===== config.mk =====
export PLATFORM = sky130hd
export DESIGN_NAME = sym8b10b_enc
export DESIGN_NICKNAME = d
export VERILOG_FILES = /design/src/rtl/sym_enc_pkg.sv /design/src/rtl/sym_enc_6b.sv /design/src/rtl/sym_enc_4b.sv /design/src/rtl/sym8b10b_enc.sv
export SDC_FILE = /design/constraint.sdc
export NUM_CORES = 1
export LEC_CHECK = 0
export BUFFER_PORTS_ARGS = -buffer_cell sky130_fd_sc_hd__buf_2
export CORE_MARGIN = 4
export CORE_UTILIZATION = 30
export CTS_CLUSTER_DIAMETER = 60
export CTS_CLUSTER_SIZE = 24
export DETAILED_ROUTE_END_ITERATION = 12
export GPL_ROUTABILITY_DRIVEN = 0
export SKIP_CTS_REPAIR_TIMING = 1
export SLEW_MARGIN = 20
export SYNTH_ARGS = -nofsm -noshare
export SYNTH_HDL_FRONTEND = slang
export SYNTH_SLANG_ARGS = --single-unit
export TNS_END_PERCENT = 50

===== constraint.sdc =====
create_clock -name clk -period 9.55 [get_ports clk]
set_input_delay 1.4325 -clock clk [delete_from_list [all_inputs] [get_ports clk]]
set_output_delay 1.4325 -clock clk [all_outputs]
set_load 0.005 [all_outputs]

===== src/rtl/sym_enc_pkg.sv =====
package sym_enc_pkg;

   localparam int unsigned BYTE_W = 8;
   localparam int unsigned SYM_W  = 10;
   localparam int unsigned SB6_W  = 6;
   localparam int unsigned SB4_W  = 4;

   typedef enum logic {RD_NEG = 1'b0, RD_POS = 1'b1} rd_e;

   // legal control characters: every K28.y, and K.x.7 for x in 23, 27, 29, 30
   function automatic logic k_legal(input logic [7:0] b);
      logic [4:0] x;
      logic [2:0] y;
      x = b[4:0];
      y = b[7:5];
      if (x == 5'd28) return 1'b1;
      if (y == 3'd7 && (x == 5'd23 || x == 5'd27 || x == 5'd29 || x == 5'd30))
         return 1'b1;
      return 1'b0;
   endfunction

endpackage


===== src/rtl/sym_enc_6b.sv =====
module sym_enc_6b
   import sym_enc_pkg::*;
#(
   parameter int unsigned IN_W  = 5,
   parameter int unsigned OUT_W = 6
) (
   input  logic [IN_W-1:0]  x_in,
   input  logic             k28,
   input  logic             rd_in,
   output logic [OUT_W-1:0] code,
   output logic             rd_nxt
);
   localparam int unsigned HALF = OUT_W / 2;

   if (IN_W != 5 || OUT_W != 6) begin : g_bad_w
      $error("sym_enc_6b: widths fixed at 5 in, 6 out");
   end

   logic [OUT_W-1:0] neg_code;
   logic             unbal;
   logic             swap;

   always_comb begin
      unique case (x_in)
         5'd0:  neg_code = 6'b100111;
         5'd1:  neg_code = 6'b011101;
         5'd2:  neg_code = 6'b101101;
         5'd3:  neg_code = 6'b110001;
         5'd4:  neg_code = 6'b110101;
         5'd5:  neg_code = 6'b101001;
         5'd6:  neg_code = 6'b011001;
         5'd7:  neg_code = 6'b111000;
         5'd8:  neg_code = 6'b111001;
         5'd9:  neg_code = 6'b100101;
         5'd10: neg_code = 6'b010101;
         5'd11: neg_code = 6'b110100;
         5'd12: neg_code = 6'b001101;
         5'd13: neg_code = 6'b101100;
         5'd14: neg_code = 6'b011100;
         5'd15: neg_code = 6'b010111;
         5'd16: neg_code = 6'b011011;
         5'd17: neg_code = 6'b100011;
         5'd18: neg_code = 6'b010011;
         5'd19: neg_code = 6'b110010;
         5'd20: neg_code = 6'b001011;
         5'd21: neg_code = 6'b101010;
         5'd22: neg_code = 6'b011010;
         5'd23: neg_code = 6'b111010;
         5'd24: neg_code = 6'b110011;
         5'd25: neg_code = 6'b100110;
         5'd26: neg_code = 6'b010110;
         5'd27: neg_code = 6'b110110;
         5'd28: neg_code = k28 ? 6'b001111 : 6'b001110;
         5'd29: neg_code = 6'b101110;
         5'd30: neg_code = 6'b011110;
         default: neg_code = 6'b101011;
      endcase
      unbal  = ($countones(neg_code) != HALF);
      // D.7 is balanced yet has a distinct positive-column form
      swap   = rd_in && (unbal || (x_in == 5'd7 && !k28));
      code   = swap ? ~neg_code : neg_code;
      rd_nxt = rd_in ^ unbal;
   end

   // positive column never carries more ones than zeros, negative never fewer
   always_comb begin
      a_r4_col6: assert (rd_in ? ($countones(code) <= HALF) : ($countones(code) >= HALF))
         else $error("6b column mismatch");
   end

endmodule


===== src/rtl/sym_enc_4b.sv =====
module sym_enc_4b
   import sym_enc_pkg::*;
#(
   parameter int unsigned OUT_W = 4
) (
   input  logic [2:0]       y_in,
   input  logic [4:0]       x_in,
   input  logic             k_ok,
   input  logic             rd_in,
   output logic [OUT_W-1:0] code,
   output logic             rd_nxt
);
   localparam int unsigned HALF = OUT_W / 2;

   if (OUT_W != 4) begin : g_bad_w
      $error("sym_enc_4b: width fixed at 4");
   end

   logic [OUT_W-1:0] base;
   logic [OUT_W-1:0] neg_code;
   logic             alt7;
   logic             unbal;
   logic             swap;

   always_comb begin
      unique case (y_in)
         3'd0: base = 4'b1011;
         3'd1: base = 4'b1001;
         3'd2: base = 4'b0101;
         3'd3: base = 4'b1100;
         3'd4: base = 4'b1101;
         3'd5: base = 4'b1010;
         3'd6: base = 4'b0110;
         default: base = 4'b1110;
      endcase
      // alternate form avoids a run of five equal bits across the sub-blocks
      alt7 = (!rd_in && (x_in == 5'd17 || x_in == 5'd18 || x_in == 5'd20)) ||
             ( rd_in && (x_in == 5'd11 || x_in == 5'd13 || x_in == 5'd14));
      neg_code = base;
      if (k_ok) begin
         if (y_in == 3'd7)
            neg_code = 4'b0111;
         else if (y_in == 3'd1 || y_in == 3'd2 || y_in == 3'd5 || y_in == 3'd6)
            neg_code = ~base;
      end else if (y_in == 3'd7 && alt7) begin
         neg_code = 4'b0111;
      end
      unbal  = ($countones(neg_code) != HALF);
      swap   = rd_in && (unbal || k_ok || y_in == 3'd3);
      code   = swap ? ~neg_code : neg_code;
      rd_nxt = rd_in ^ unbal;
   end

endmodule


===== src/rtl/sym8b10b_enc.sv =====
module sym8b10b_enc
   import sym_enc_pkg::*;
#(
   parameter int unsigned DATA_W = 8,
   parameter int unsigned CODE_W = 10
) (
   input  logic              clk,
   input  logic              rst_n,
   input  logic              sym_vld,
   input  logic [DATA_W-1:0] byte_in,
   input  logic              is_k,
   input  logic              force_en,
   input  logic              force_rd,
   output logic [CODE_W-1:0] sym_out,
   output logic              rd_out,
   output logic              kerr_out
);
   localparam int unsigned X_W  = 5;
   localparam int unsigned Y_W  = DATA_W - X_W;
   localparam int unsigned C6_W = CODE_W - SB4_W;
   localparam int unsigned MID  = CODE_W / 2;

   if (DATA_W != BYTE_W || CODE_W != SYM_W) begin : g_bad_w
      $error("sym8b10b_enc: only 8-bit in, 10-bit out is defined");
   end

   logic              rd_q;
   logic              rd_used;
   logic              rd_mid;
   logic              rd_end;
   logic              k_ok;
   logic              k_bad;
   logic [C6_W-1:0]   c6;
   logic [SB4_W-1:0]  c4;
   logic [CODE_W-1:0] sym_q;
   logic              kerr_q;

   assign rd_used = force_en ? force_rd : rd_q;
   assign k_ok    = is_k && k_legal(byte_in);
   assign k_bad   = is_k && !k_ok;

   sym_enc_6b #(.IN_W(X_W), .OUT_W(C6_W)) u_six (
      .x_in   (byte_in[X_W-1:0]),
      .k28    (k_ok && byte_in[X_W-1:0] == 5'd28),
      .rd_in  (rd_used),
      .code   (c6),
      .rd_nxt (rd_mid)
   );

   sym_enc_4b #(.OUT_W(SB4_W)) u_four (
      .y_in   (byte_in[DATA_W-1 -: Y_W]),
      .x_in   (byte_in[X_W-1:0]),
      .k_ok   (k_ok),
      .rd_in  (rd_mid),
      .code   (c4),
      .rd_nxt (rd_end)
   );

   always_ff @(posedge clk or negedge rst_n) begin
      if (!rst_n) begin
         rd_q   <= RD_NEG;
         sym_q  <= '0;
         kerr_q <= 1'b0;
      end else if (sym_vld) begin
         rd_q   <= rd_end;
         sym_q  <= {c6, c4};
         kerr_q <= k_bad;
      end
   end

   assign sym_out  = sym_q;
   assign rd_out   = rd_q;
   assign kerr_out = kerr_q;

   // no strobe, no change
   a_r2_hold: assert property (@(posedge clk) disable iff (!rst_n)
      !sym_vld |=> $stable(sym_out) && $stable(rd_out) && $stable(kerr_out));

   // every symbol within one bit of balance
   a_r4_balance: assert property (@(posedge clk) disable iff (!rst_n)
      sym_vld |=> ($countones(sym_out) >= MID - 1) && ($countones(sym_out) <= MID + 1));

   // disparity flips exactly when the emitted symbol is unbalanced
   a_r4_rd_flip: assert property (@(posedge clk) disable iff (!rst_n)
      sym_vld |=> ((rd_out != $past(rd_used)) == ($countones(sym_out) != MID)));

   // a forced symbol takes its first sub-block from the forced column
   a_r5_forced_col: assert property (@(posedge clk) disable iff (!rst_n)
      sym_vld && force_en |=> ($past(force_rd) ? ($countones(sym_out[CODE_W-1 -: C6_W]) <= 3)
                                               : ($countones(sym_out[CODE_W-1 -: C6_W]) >= 3)));

   // illegal control byte raises the flag on the next cycle
   a_r8_kerr: assert property (@(posedge clk) disable iff (!rst_n)
      sym_vld && is_k && !k_legal(byte_in) |=> kerr_out);

endmodule


==> flow_summary.rst <==
.. list-table::
   :header-rows: 1

   * - Metric
     - Value
   * - Result of the run
     - complete, no violations
   * - Destination of the worst register-to-register timing path
     - sym_out[2]
   * - CP startpoint kind
     - input port
   * - Fillers
     - 426
   * - Critical path required time
     - 9670 ps
   * - Post-synth EDFFs
     - 0
   * - Hold path depth
     - 1
   * - Pwr Total
     - 0.274 mW
   * - Overflow left after global routing
     - 0
   * - Area grow syn2layout
     - 14.9%
   * - Static leakage
     - 0.646 nW
   * - Fraction of final layout cells with drive strength greater than 1
     - 19.9%
   * - Number of global-route vias before repair
     - 1,029
   * - Total GRT Usage
     - 10.8%
   * - Total iterations of the first detailed-routing run
     - 4
   * - Post-DP HPWL
     - 2160 um
   * - Wire length of the first global-routing pass
     - 4800 um
   * - Layout Nets
     - 196
   * - Cell area after layout
     - 1460 sq um
   * - Number of cells after detailed placement
     - 217
   * - Worst reg-to-reg setup slack
     - 5750 ps
   * - Standard cell area after detailed placement
     - 1400 sq um
   * - Share of total power consumed by net switching
     - 36.9%
   * - Fraction of the yosys area taken by sequential cells
     - 23.6%
   * - Number of buffers on the longest clock path
     - 2
   * - Met1 Routed Length
     - 1460 um
   * - Most area-consuming cells after synthesis
     - dfrtp_1 24%, ha_1 6.9%, xor2_1 5.5%, nor2_1 5.0%, a21oi_1 4.7%
   * - Worst hold start
     - kerr_out
   * - Pwr dens
     - 188 nW/um^2
   * - Setup repair after global routing missed its margin
     - no
   * - Number of port buffers
     - 25
   * - Average cell area after synthesis
     - 8.19 sq um
   * - Met3 Wirelength
     - 171 um
   * - Detailed Route WL
     - 2740 um
   * - Hold Worst Slack
     - 483 ps
   * - Post-synthesis instance area
     - 1270 sq um
   * - Count of warnings emitted by yosys
     - 0
   * - Fin Setup TNS
     - 0 ps
   * - Max IR drop VDD
     - 42.9 uV
   * - Combinational power share
     - 49.5%
   * - Cell Rows
     - 23
   * - Start-to-end type of the worst setup path
     - input port to flop
   * - Largest net degree at the start of global routing
     - 25
   * - Number of CTS-inserted buffers
     - 3
   * - Die Span Y
     - 73.1 um
   * - Kind of end point of the critical path
     - flop
   * - Number of sinks on the clock net
     - 12
   * - Post-synthesis cell type with the largest combined area
     - dfrtp_1
   * - Maximum clock skew at final layout
     - 1.40 ps
   * - DR vias
     - 1,153
   * - Area fraction of the dominant cell type after synthesis
     - 23.6%
   * - Uppermost routed layer
     - met3
   * - TritonCTS clock tree
     - built
   * - Power dissipated by switching net loads
     - 0.101 mW
   * - # Max-Cap Violations
     - 0
   * - Number of hold violations in the final report
     - 0
   * - Flip-flop and latch area
     - 300 sq um
   * - Vias per std cell
     - 5.22
   * - Clock transition at the register clock pins on the worst setup and hold paths after CTS
     - 50 ps
   * - Sequential share of power
     - 30.9%
   * - Share of the clock period used by the worst path after layout
     - 70.0%
   * - Slew HR
     - 63.8%
   * - H-tree levels
     - 1
   * - Antenna Diode Count
     - 0
   * - DRC violation count after routing
     - 0
   * - Syn Nets
     - 179
   * - Time the final worst path needs with I/O delays and setup
     - 6690 ps
   * - Endpoint, Worst Hold
     - kerr_out
   * - Drt first-iter violations
     - 32
   * - Number of failing setup endpoints in the final timing report
     - 0
   * - Total I/O pin count
     - 26
   * - Share of flip-flops with an asynchronous set or reset
     - 100%
   * - Tightest Hold Check Type
     - flop to flop
   * - Clk pwr share
     - 19.6%
   * - Upper clock frequency limit
     - 149 MHz
   * - Number of cell instances on the worst register-to-register path
     - 12
   * - #FFs+latches synth
     - 12
   * - Cell variety after synth
     - 52
   * - Largest fanout of any net on the critical path
     - 21
   * - Average wire per standard cell
     - 12.4 um
   * - Die width
     - 73.1 um
   * - Synth cell count leaders
     - 17 x nor2_1, 12 x a21oi_1, 12 x dfrtp_1
   * - Count leader, synth
     - nor2_1
   * - Arrival time of the worst setup path
     - 6810 ps
   * - Initial standard-cell utilization of the core
     - 31.3%
   * - DRT antenna net count
     - 0
   * - Most instantiated flip-flop cell in the synthesis netlist
     - dfrtp_1
   * - Count of non-filler cells in the finished layout
     - 221
   * - Measured slew at the worst slew-check pin
     - 536 ps
   * - Routed met2 length
     - 1110 um
   * - Post-synthesis cell count
     - 155
   * - Core Box Area
     - 4060 sq um
   * - Clock latency on the worst-skew pair
     - 230 ps
   * - Cell at the root of the clock tree
     - clkbuf_8
   * - Area used by multi-input combinational logic
     - 893 sq um
   * - Antenna violations before repair
     - 0
   * - Reg-to-reg startpoint
     - rd_out
   * - Die outline area
     - 5340 sq um
   * - Pins over their slew limit
     - 0
   * - P_int
     - 0.173 mW
cells by family after synthesis:
logic type / synth area share, %
xor+xnor: 8.28
flops: 23.6
fa+ha+maj: 12.4
simple gates: 23.8
buf+inv: 6.01
mux: 2.46
compound gates: 23.4
layout make-up:
class | instances | area share [%]
clock buffers | 4 | 3.77
well taps | 50 | 4.29
repair buffers | 25 | 8.58
inverters | 6 | 1.54
flip-flops and latches | 12 | 20.6
multi-input cells | 124 | 61.2
power by group through the flow:
stage / sequential (mW) / clock, mW / combinational, mW
2_1_floorplan: 0.0875 / 0 / 0.0905
3_3_place_gp: 0.0851 / 0 / 0.136
3_5_place_dp: 0.0861 / 0 / 0.137
4_1_cts: 0.0853 / 0.0546 / 0.138
5_1_grt: 0.0874 / 0.0583 / 0.155
6_report: 0.0848 / 0.0537 / 0.136
worst max-delay path by stage:
stage,startpoint,end,depth (start not counted)
2_1_floorplan,byte_in[1],sym_out[2],19
3_3_place_gp,byte_in[0],sym_out[2],20
3_5_place_dp,byte_in[0],sym_out[2],20
4_1_cts,byte_in[0],sym_out[2],20
5_1_grt,byte_in[0],sym_out[2],20
6_report,byte_in[3],sym_out[2],20
per-layer routing:
layer	vias to the layer above	track usage, %
met3	0	1.38
li1	600	-
met2	34	15.6
met4	0	1.84
met5	-	0
met1	519	17.0
worst max-delay path, stage by stage:
cell and delay (ps):
buf_2 200, nor2b_1 200, nand2_1 70, o21ai_0 70, a211oi_1 520, ha_1 350
fa_1 420, ha_1 280, and4bb_1 210, xnor2_1 200, or4b_1 560, o311a_1 160
and2_1 190, ha_1 270, ha_1 210, fa_1 480, nor3b_1 310, a31o_1 340
nor3_1 80, a221o_1 260
state kept, by name, summed over array words and instances, names as in the netlist:
signal	flops
rd_out	1
sym_out	10
kerr_out	1
cell usage in the layout, fill, tap and decap left out, drive strengths merged, types with 4 or more instances in the layout:
| master | instances |
|---|---|
| nand3 | 4 |
| clkbuf | 4 |
| nand2 | 8 |
| buf | 25 |
| nor2 | 17 |
| xor2 | 8 |
| a21o | 5 |
| inv | 6 |
| xnor2 | 4 |
| ha | 7 |
| o21ai | 4 |
| dfrtp | 12 |
| a21oi | 12 |
through the flow:
step	utilization (%)	setup slack (ps)
after floorplan	-	3020
after global placement	34.6	2720
after detailed placement	34.6	2650
after CTS	36.0	2880
after global routing	36.0	2500
final	36.0	2860
(Power assumes the default switching activity.)
